`src/rtl/burst_tgt_pkg.sv`:
```
package burst_tgt_pkg;

   localparam logic [3:0] CMD_MEM_READ      = 4'b0110;
   localparam logic [3:0] CMD_MEM_READ_MULT = 4'b1100;
   localparam logic [3:0] CMD_MEM_READ_LINE = 4'b1110;

   typedef enum logic [1:0] {
      TGT_IDLE = 2'd0,
      TGT_TURN = 2'd1,
      TGT_DATA = 2'd2
   } tgt_state_e;

   // Content of word slot idx: tag in the upper half, slot number in the lower half,
   // repeated so that a 64-bit build carries the same pattern in both lanes.
   function automatic logic [63:0] pattern_word(input logic [15:0] tag, input int unsigned idx);
      logic [15:0] slot;
      slot = 16'(idx);
      return {tag, slot, tag, slot};
   endfunction

endpackage

```
`src/rtl/tgt_addr_decode.sv`:
```
module tgt_addr_decode #(
   parameter int unsigned   DATA_W      = 32,
   parameter int unsigned   WIN_LSB     = 6,
   parameter int unsigned   IDX_W       = 4,
   parameter logic [63:0]   BASE_ADDR   = 64'h0,
   parameter bit            ACCEPT_MULT = 1'b0
) (
   input  logic [DATA_W-1:0]   ad,
   input  logic [DATA_W/8-1:0] cbe_n,
   output logic                hit,
   output logic [IDX_W-1:0]    start_idx
);
   import burst_tgt_pkg::*;

   localparam int unsigned CBE_W = DATA_W / 8;

   logic [3:0] cmd;
   logic       cmd_ok;
   logic       addr_ok;
   logic       unused_bits;

   assign cmd = cbe_n[3:0];

   generate
      if (ACCEPT_MULT) begin : g_cmd_all_reads
         assign cmd_ok = (cmd == CMD_MEM_READ) || (cmd == CMD_MEM_READ_MULT) ||
                         (cmd == CMD_MEM_READ_LINE);
      end else begin : g_cmd_plain_read
         assign cmd_ok = (cmd == CMD_MEM_READ);
      end

      if (CBE_W > 4) begin : g_wide_cbe
         assign unused_bits = ^{ad[1:0], cbe_n[CBE_W-1:4]};
      end else begin : g_narrow_cbe
         assign unused_bits = ^ad[1:0];
      end
   endgenerate

   assign addr_ok   = (ad[DATA_W-1:WIN_LSB] == BASE_ADDR[DATA_W-1:WIN_LSB]);
   assign hit       = cmd_ok && addr_ok;
   assign start_idx = ad[WIN_LSB-1:2];

endmodule

```
`src/rtl/tgt_word_rom.sv`:
```
module tgt_word_rom #(
   parameter int unsigned DATA_W = 32,
   parameter int unsigned WORDS  = 16,
   parameter int unsigned IDX_W  = 4,
   parameter logic [15:0] TAG    = 16'hD00D
) (
   input  logic [IDX_W-1:0]  idx,
   output logic [DATA_W-1:0] word
);
   import burst_tgt_pkg::*;

   logic [DATA_W-1:0] slots [WORDS];

   generate
      for (genvar g = 0; g < WORDS; g++) begin : g_slot
         localparam logic [63:0] FULL = pattern_word(TAG, g);
         assign slots[g] = FULL[DATA_W-1:0];
      end
   endgenerate

   assign word = slots[idx];

endmodule

```
`src/rtl/tgt_burst_fsm.sv`:
```
module tgt_burst_fsm #(
   parameter int unsigned IDX_W = 4
) (
   input  logic             clk,
   input  logic             rst_n,
   input  logic             start,
   input  logic             hit,
   input  logic [IDX_W-1:0] start_idx,
   input  logic             frame_n,
   input  logic             irdy_n,
   input  logic             wait_req,
   output logic             devsel_n,
   output logic             trdy_n,
   output logic             ad_oe,
   output logic [IDX_W-1:0] idx
);
   import burst_tgt_pkg::*;

   tgt_state_e state_q;
   tgt_state_e state_d;
   logic       devsel_d;
   logic       trdy_d;
   logic       oe_d;
   logic [IDX_W-1:0] idx_d;
   logic       xfer;
   logic       last_xfer;

   assign xfer      = (state_q == TGT_DATA) && !irdy_n && !trdy_n;
   assign last_xfer = xfer && frame_n;

   always_comb begin
      state_d  = state_q;
      devsel_d = devsel_n;
      trdy_d   = trdy_n;
      oe_d     = ad_oe;
      idx_d    = idx;
      unique case (state_q)
         TGT_IDLE: begin
            if (start && hit) begin
               state_d  = TGT_TURN;
               devsel_d = 1'b0;
               idx_d    = start_idx;
            end
         end
         TGT_TURN: begin
            state_d = TGT_DATA;
            oe_d    = 1'b1;
            trdy_d  = wait_req;
         end
         TGT_DATA: begin
            if (last_xfer) begin
               state_d  = TGT_IDLE;
               devsel_d = 1'b1;
               trdy_d   = 1'b1;
               oe_d     = 1'b0;
            end else if (xfer) begin
               idx_d  = idx + 1'b1;
               trdy_d = wait_req;
            end else if (trdy_n) begin
               trdy_d = wait_req;
            end
         end
         default: begin
            state_d  = TGT_IDLE;
            devsel_d = 1'b1;
            trdy_d   = 1'b1;
            oe_d     = 1'b0;
         end
      endcase
   end

   always_ff @(posedge clk) begin
      if (!rst_n) begin
         state_q  <= TGT_IDLE;
         devsel_n <= 1'b1;
         trdy_n   <= 1'b1;
         ad_oe    <= 1'b0;
         idx      <= '0;
      end else begin
         state_q  <= state_d;
         devsel_n <= devsel_d;
         trdy_n   <= trdy_d;
         ad_oe    <= oe_d;
         idx      <= idx_d;
      end
   end

endmodule

```
`src/rtl/burst_rd_target.sv`:
```
module burst_rd_target #(
   parameter int unsigned DATA_W      = 32,
   parameter int unsigned WORDS       = 16,
   parameter logic [63:0] BASE_ADDR   = 64'h0000_0000_4000_0000,
   parameter logic [15:0] DATA_TAG    = 16'hD00D,
   parameter bit          ACCEPT_MULT = 1'b0
) (
   input  logic                clk,
   input  logic                rst_n,
   input  logic                frame_n,
   input  logic                irdy_n,
   input  logic [DATA_W/8-1:0] cbe_n,
   input  logic [DATA_W-1:0]   ad_in,
   input  logic                wait_req,
   output logic [DATA_W-1:0]   ad_out,
   output logic                ad_oe,
   output logic                devsel_n,
   output logic                trdy_n
);

   localparam int unsigned IDX_W   = (WORDS > 1) ? $clog2(WORDS) : 1;
   localparam int unsigned WIN_LSB = IDX_W + 2;

   generate
      if (DATA_W != 32 && DATA_W != 64) begin : g_bad_width
         $error("burst_rd_target: DATA_W must be 32 or 64");
      end
      if (WORDS < 2 || (WORDS & (WORDS - 1)) != 0) begin : g_bad_words
         $error("burst_rd_target: WORDS must be a power of two of at least 2");
      end
      if (WIN_LSB >= DATA_W) begin : g_bad_window
         $error("burst_rd_target: window wider than the address");
      end
      if ((BASE_ADDR & ((64'd1 << WIN_LSB) - 64'd1)) != 64'd0) begin : g_bad_base
         $error("burst_rd_target: BASE_ADDR not aligned to the window size");
      end
   endgenerate

   logic             frame_q;
   logic             frame_fall;
   logic             hit;
   logic [IDX_W-1:0] start_idx;
   logic [IDX_W-1:0] idx;
   logic [DATA_W-1:0] word;

   always_ff @(posedge clk) begin
      if (!rst_n) frame_q <= 1'b1;
      else        frame_q <= frame_n;
   end

   assign frame_fall = frame_q && !frame_n;

   tgt_addr_decode #(
      .DATA_W      (DATA_W),
      .WIN_LSB     (WIN_LSB),
      .IDX_W       (IDX_W),
      .BASE_ADDR   (BASE_ADDR),
      .ACCEPT_MULT (ACCEPT_MULT)
   ) u_decode (
      .ad        (ad_in),
      .cbe_n     (cbe_n),
      .hit       (hit),
      .start_idx (start_idx)
   );

   tgt_burst_fsm #(
      .IDX_W (IDX_W)
   ) u_fsm (
      .clk       (clk),
      .rst_n     (rst_n),
      .start     (frame_fall),
      .hit       (hit),
      .start_idx (start_idx),
      .frame_n   (frame_n),
      .irdy_n    (irdy_n),
      .wait_req  (wait_req),
      .devsel_n  (devsel_n),
      .trdy_n    (trdy_n),
      .ad_oe     (ad_oe),
      .idx       (idx)
   );

   tgt_word_rom #(
      .DATA_W (DATA_W),
      .WORDS  (WORDS),
      .IDX_W  (IDX_W),
      .TAG    (DATA_TAG)
   ) u_rom (
      .idx  (idx),
      .word (word)
   );

   assign ad_out = ad_oe ? word : '0;

endmodule

```
`config.mk`:
```
export PLATFORM = sky130hd
export DESIGN_NAME = burst_rd_target
export DESIGN_NICKNAME = d
export VERILOG_FILES = /design/src/rtl/burst_tgt_pkg.sv /design/src/rtl/tgt_addr_decode.sv /design/src/rtl/tgt_word_rom.sv /design/src/rtl/tgt_burst_fsm.sv /design/src/rtl/burst_rd_target.sv
export SDC_FILE = /design/constraint.sdc
export NUM_CORES = 1
export LEC_CHECK = 0
export BUFFER_PORTS_ARGS = -buffer_cell sky130_fd_sc_hd__buf_2
export CAP_MARGIN = 20
export CORE_MARGIN = 5
export CORE_UTILIZATION = 38
export CTS_CLUSTER_DIAMETER = 50
export DETAILED_ROUTE_END_ITERATION = 7
export PLACE_DENSITY = 0.8
export SLEW_MARGIN = 20
export SYNTH_ARGS = -nofsm -noshare
export SYNTH_HDL_FRONTEND = slang
export SYNTH_SLANG_ARGS = --single-unit
```
`constraint.sdc`:
```
create_clock -name clk -period 2.1 [get_ports clk]
set_input_delay 0.105 -clock clk [delete_from_list [all_inputs] [get_ports clk]]
set_output_delay 0.105 -clock clk [all_outputs]
set_load 0.01 [all_outputs]
```
==> summary.txt, run 1 <==
Clocking
  • CTS root buffer: clkbuf_4
  • Resize count post-CTS: 0
  • Clk sinks: 10
  • Hold Buf Count CTS: 0
  • Reg clk slew, reported paths: about 0.060 ns
  • CTS tree: done
  • Clock Path Buffers: 2
  • Clock latency on the worst-skew pair: about 0.25 ns
  • Htree depth: 1
  • Cts bufs inserted: 3
  • Postcts setup bufs: 0

Power
  • Maximum VDD drop: roughly 0.24 mV
  • Pleak: ~0.57 nW
  • PD cells: around 350 mW/mm^2

Global routing
  • Tot GR Track Use: 0.119
  • Vias in the first global route: slightly below 800
  • Remaining Overflow, GRT: 0
  • Initial antenna violation count: 0
  • Largest net degree at the start of global routing: 16
  • First-pass GRT wire length: between 3000 and 4000 um

Placed design
  • Placer congestion estimate: 0.826
  • Placement Cell Area: 0.00106 sq mm
  • Port Buffers: 51
  • Detail Placement HPWL: 1820 um
  • Placed cells: between 150 and 200

Timing
  • Period utilization: 0.819
  • Hold Vio Cnt, Final: 0
  • Unrepaired setup endpoints after global routing: false
  • Hold Slack: 0.103 ns
  • Max Clk Rate: between 0.5 and 0.6 GHz
  • Setup Skew: approximately 0.0061 ns
  • TNS Setup: 0 ns
  • Pins Over Slew Limit: 0
  • Final setup viols: 0
  • Clock period minus worst slack: roughly 1.7 ns

Worst hold path
  • Worst Hold Depth: 2
  • Min-delay src: frame_n
  • Type of the most critical hold path: primary input to register
  • WHS Endpoint: frame_q

Critical path
  • FF-to-FF setup slack: 0.38 ns
  • Path type of the worst setup path: register to register
  • Slowest stage delay, CP: between 0.3 and 0.4 ns
  • Critical path arrival: 1.86 ns
  • Origin of the critical flop-to-flop path: u_fsm.state_q[0]
  • Crit path max fanout: 7
  • Reg2reg end: u_fsm.idx[2]
  • Worst path slowest cell: dfxtp_1
  • Critical path, cell by cell: inv_1 -> ha_1 -> inv_1 -> a22o_1 -> o21ai_0 -> o211ai_1 -> o21ai_0
  • Critical Path Source Type: register
  • CP required: between 2 and 2.5 ns
  • Critical Path End Type: register
  • Reg2Reg Depth: 7

Detailed routing
  • Number of remaining DRC errors: 0
  • Initial DRC count: 11
  • Drt wl/cell: approximately 11 um
  • Drt total wl: a little over 2000 um
  • Vias per std cell: 4.47
  • Routed Antenna Nets: 0
  • Routed vias: 832
  • First-pass detailed-route iteration total: 4

Yosys
  • Mapped Area: 903 sq um
  • Main synth FF type: dfxtp_1
  • Post-Synthesis Cells: about 110
  • Leading area contributor after synthesis: buf_4
  • Number of flops mapped to enable cells by yosys: 0
  • Post-synth top area share: 0.233
  • Yosys warning count: 0
  • Syn Area/Cell: between 8 and 9 sq um
  • Count leader, synth: buf_4
  • Top cells by area, synth: buf_4 (23%), dfxtp_1 (22%), ha_1 (6.9%)
  • Distinct cells, synth: 32
  • Asr flop ratio synth: 0
  • Seq cells post-synth: 10
  • Commonest cells in the netlist: buf_4 (28), nand2_1 (14), dfxtp_1 (10)
  • Sequential share of the synthesized area: 0.222

Flow run
  • Max Cap Violations: 0

Die
  • Full die area: 0.00345 sq mm
  • Die width: 58.8 um
  • IO Pins: 76
  • Die height: ~59 um
  • Core Footprint: approximately 0.0022 sq mm
  • Initial core utilization: 0.404
  • Number of core rows: 17

Status
  • Status: completed

Finish
  • Non-filler cells, final: around 190
  • Post-route cell area: approximately 0.0011 sq mm
  • Final Util: 0.484
  • Register Area: about 200 sq um
  • Fillers: 230
  • N_diodes: 0
  • Synth-to-Final Area Change: 19.7%
  • Area of the multi-input gates: between 500 and 600 sq um
  • NumNets Final: ~200
  • Share of cells above drive strength 1: 0.373
## cells in the final DEF (no fill, tap or decap)
cell type	Yosys	routed
buf_2	0	51
conb_1	1	22
nand2_1	14	14
dfxtp_1	10	10
inv_1	5	5
nor4_1	5	5
mux2i_1	5	5
o21ai_0	5	5
ha_1	5	5
and2_1	4	4
nor2_1	3	3
clkbuf_4	0	3
a21oi_1	2	2
nand4_1	2	2
nor2b_1	2	2
nand3_1	2	2
o31ai_1	2	2
o211ai_1	2	2
nor4b_2	1	1
nor4b_1	1	1
and4bb_2	1	1
o21a_2	1	1
and2b_1	1	1
a22o_1	1	1
nand2b_4	1	1
o311ai_0	1	1
o2bb2ai_1	1	1
mux2_2	1	1
nand3b_1	1	1
a21boi_0	1	1
o221ai_1	1	1
nand2b_1	1	1
## cell type report
type                    instances  area share
well taps                      28      0.0324
multi-input cells              89       0.508
repair buffers                 51       0.236
flip-flops and latches         10       0.185
inverters                       5      0.0174
clock buffers                   3      0.0208
## cell families after synthesis
group / after synthesis / synth area share
buffers and inverters: 34 / 0.258
muxes: 6 / 0.0679
adders and majority gates: 5 / 0.0693
other: 1 / 0.00415
DFF: 10 / 0.222
and+or+nand+nor: 39 / 0.251
AOI/OAI and AO/OA: 17 / 0.129
## stage by stage
| step | worst slack [ns] | total power, mW |
|---|---|---|
| CTS | 0.375 | 0.388 |
| global route | 0.213 | 0.412 |
| floorplan | 0.591 | 0.257 |
| finish | 0.380 | 0.383 |
| global placement | 0.438 | 0.263 |
| detailed placement | 0.383 | 0.264 |
## report_power, final
part | internal [mW] | switching [mW] | total (mW) | leakage, nW
clock network | 0.0657 | 0.0560 | 0.122 | 0.0138
logic | 0.0329 | 0.0374 | 0.0703 | 0.471
registers | 0.191 | 0.000184 | 0.191 | 0.0809
total | 0.289 | 0.0936 | 0.383 | 0.566
## per-layer routing
| layer | vias up | share of wire | GRT usage |
|---|---|---|---|
| met5 | - | 0 | 0 |
| met4 | 0 | 0 | 0.0129 |
| met3 | 0 | 0.082 | 0.0461 |
| met2 | 25 | 0.56 | 0.216 |
| met1 | 375 | 0.36 | 0.135 |
| li1 | 432 | - | - |
## how the worst max path moves through the flow
stage,from,end,cells after the start
2_1_floorplan,u_fsm.state_q[0],u_fsm.idx[2],7
3_3_place_gp,u_fsm.state_q[0],u_fsm.idx[2],7
3_5_place_dp,u_fsm.state_q[0],u_fsm.idx[2],7
4_1_cts,u_fsm.state_q[0],u_fsm.idx[2],7
5_1_grt,u_fsm.state_q[0],u_fsm.idx[2],7
6_report,u_fsm.state_q[0],u_fsm.idx[2],7
## flip-flops by register name, indices dropped and copies added, names as in the netlist
| signal | flops |
|---|---|
| u_fsm.idx | 4 |
| u_fsm.devsel_n | 1 |
| u_fsm.ad_oe | 1 |
| u_fsm.state_q | 2 |
| u_fsm.trdy_n | 1 |
| frame_q | 1 |
## worst max-delay path: cells and delay by family (launching register included)
family	cells	cell delay, ns
flops	1	0.35
buf+inv	2	0.29
compound gates	4	0.68
fa+ha+maj	1	0.28
Power figures use the tool's default switching activity.
==> run 2, diff against run 1 <==
- CORE_UTILIZATION: 38 -> 34
- PLACE_DENSITY: 0.8 -> 0.75
- clock period: 2.1 -> 1.5 ns (I/O delays scaled with it)
==> summary.txt, run 2 (same netlist as run 1, synthesis figures left out) <==
Critical path
  • CP required: 1.71 ns (was 2.24 ns)
  • Critical Path End Type: register (unchanged)
  • Path type of the worst setup path: register to register (unchanged)
  • Crit path max fanout: 5 (was 7)
  • Critical path arrival: 1.60 ns (was 1.86 ns)
  • Critical Path Source Type: register (unchanged)
  • Critical Path Source: u_fsm.state_q[0] (unchanged)
  • Origin of the critical flop-to-flop path: u_fsm.state_q[0] (unchanged)

Die
  • Initial core utilization: 0.361 (was 0.404)
  • Number of core rows: 18 (was 17)
  • Core Footprint: 0.00250 sq mm (was 0.00223 sq mm)
  • Die height: 61.5 um (was 58.8 um)
  • Full die area: 0.00379 sq mm (was 0.00345 sq mm)
  • IO Pins: 76 (unchanged)
  • Die width: 61.5 um (was 58.8 um)

Timing
  • Setup Skew: 0.00220 ns (was 0.00608 ns)
  • Clock period minus worst slack: 1.39 ns (was 1.72 ns)
  • Worst setup margin: 0.107 ns (was 0.380 ns)
  • Period utilization: 0.929 (was 0.819)
  • Hold Vio Cnt, Final: 0 (unchanged)
  • Pins Over Slew Limit: 0 (unchanged)
  • Unrepaired setup endpoints after global routing: false (unchanged)
  • Max Clk Rate: 0.718 GHz (was 0.581 GHz)
  • Final setup viols: 0 (unchanged)

Placed design
  • Dpl ws: -0.0621 ns (was 0.383 ns)
  • Detail Placement HPWL: 1800 um (was 1820 um)
  • Placer congestion estimate: 0.726 (was 0.826)
  • Placed cells: 188 (was 183)
  • Port Buffers: 51 (unchanged)

Clocking
  • Cts bufs inserted: 3 (unchanged)
  • Clock latency on the worst-skew pair: 0.28 ns (was 0.25 ns)
  • Htree depth: 1 (unchanged)
  • Clock Path Buffers: 2 (unchanged)
  • Clk sinks: 10 (unchanged)
  • CTS root buffer: clkbuf_4 (unchanged)
  • Reg clk slew, reported paths: 0.07 ns (was 0.06 ns)
  • CTS tree: done (unchanged)
  • Postcts setup bufs: 0 (unchanged)

Detailed routing
  • First-pass detailed-route iteration total: 4 (unchanged)
  • Drt wl/cell: 10.8 um (was 11.0 um)
  • Vias per std cell: 4.51 (was 4.47)
  • Routed vias: 865 (was 832)
  • Number of remaining DRC errors: 0 (unchanged)
  • Drt total wl: 2080 um (was 2050 um)
  • Initial DRC count: 26 (was 11)
  • Routed Antenna Nets: 0 (unchanged)

Power
  • Pleak: 0.588 nW (was 0.566 nW)
  • PD cells: 550 mW/mm^2 (was 354 mW/mm^2)
  • Maximum VDD drop: 0.328 mV (was 0.235 mV)

Finish
  • Non-filler cells, final: 192 (was 186)
  • Most frequent cells in the layout: buf_2 (51), conb_1 (22), nand2_1 (14), dfxtp_1 (9) (was buf_2 (51), conb_1 (22), nand2_1 (14), dfxtp_1 (10))
  • Largest register FFs: 4 (unchanged)
  • Synth-to-Final Area Change: 25.3% (was 19.7%)
  • NumNets Final: 209 (was 206)
  • N_diodes: 0 (unchanged)
  • Commonest non-fill, non-tap cell in the layout: buf_2 (unchanged)
  • Share of cells above drive strength 1: 0.414 (was 0.373)
  • Largest regs: u_fsm.idx: 4 flops, u_fsm.state_q: 2 flops (unchanged)
  • Largest reg by FF count: u_fsm.idx (unchanged)

Worst hold path
  • Min-delay src: frame_n (unchanged)
  • Type of the most critical hold path: primary input to register (unchanged)

Global routing
  • Initial antenna violation count: 0 (unchanged)
  • Tot GR Track Use: 0.123 (was 0.119)
  • Largest net degree at the start of global routing: 16 (unchanged)
  • First-pass GRT wire length: 3450 um (was 3330 um)
  • Remaining Overflow, GRT: 0 (unchanged)
  • Vias in the first global route: 799 (was 782)

Status
  • Status: completed (unchanged)

Flow run
  • Max Cap Violations: 0 (unchanged)
[run 2: cell count changes in the layout (fill, tap and decap cells not counted), sizes merged]
cell / previous run / this run
buf: 51 / 54
clkbuf: 3 / 4
[run 2: metrics by stage]
stage	util	TNS [ns]	hold slack [ns]	cell area [sq um]	power, mW
finish	0.453	0	0.0462	1130	0.623
CTS	0.449	0	0.0429	1120	0.628
global route	0.453	0	0.0540	1130	0.661
global placement	0.433	0	0.331	1080	0.368
floorplan	-	0	0.148	982	0.359
detailed placement	0.433	-0.0780	0.335	1080	0.370
[run 2: worst max-delay path: stages, from the launching register on]
cell	delay (ns)
dfxtp_2	0.34
inv_1	0.07
ha_2	0.20
and2b_1	0.17
a22o_4	0.25
o21ai_0	0.07
o21ai_0	0.08
a21boi_1	0.15
[run 2: final timing paths]
kind	to	slack [ns]	depth (start not counted)
max	u_fsm.idx[0]	0.11	7
min	frame_q	0.05	2
max reg2reg	u_fsm.idx[0]	0.11	7
min reg2reg	u_fsm.state_q[0]	0.47	2
[run 2: layout make-up]
type	count	area, sq um
clock buffer	4	36.3
tap	30	37.5
timing repair buffer	54	278
sequential	10	201
fill	273	1370
inverter	5	18.8
multi-input combinational	89	561
[run 2: per-layer routing]
metal,part of all wire,up-vias,track usage
li1,-,443,-
met5,0,-,0
met1,0.36,377,0.140
met4,0.012,0,0.0455
met2,0.50,41,0.208
met3,0.13,4,0.0482
[run 2: repair_timing]
| item | 4_1_cts | 5_1_grt |
|---|---|---|
| gates resized for setup | 3 | 5 |
| endpoints found under the hold margin | 0 | 0 |
| hold buffers | 0 | 0 |
| pin swaps | 0 | 1 |
| endpoints found under the setup margin | 2 | 4 |
[run 2: power by group]
group          leakage, nW  total (mW)  switching (mW)  internal, mW
clock network       0.0210       0.257           0.110         0.148
logic                0.486      0.0987          0.0526        0.0461
registers           0.0814       0.267        0.000275         0.267
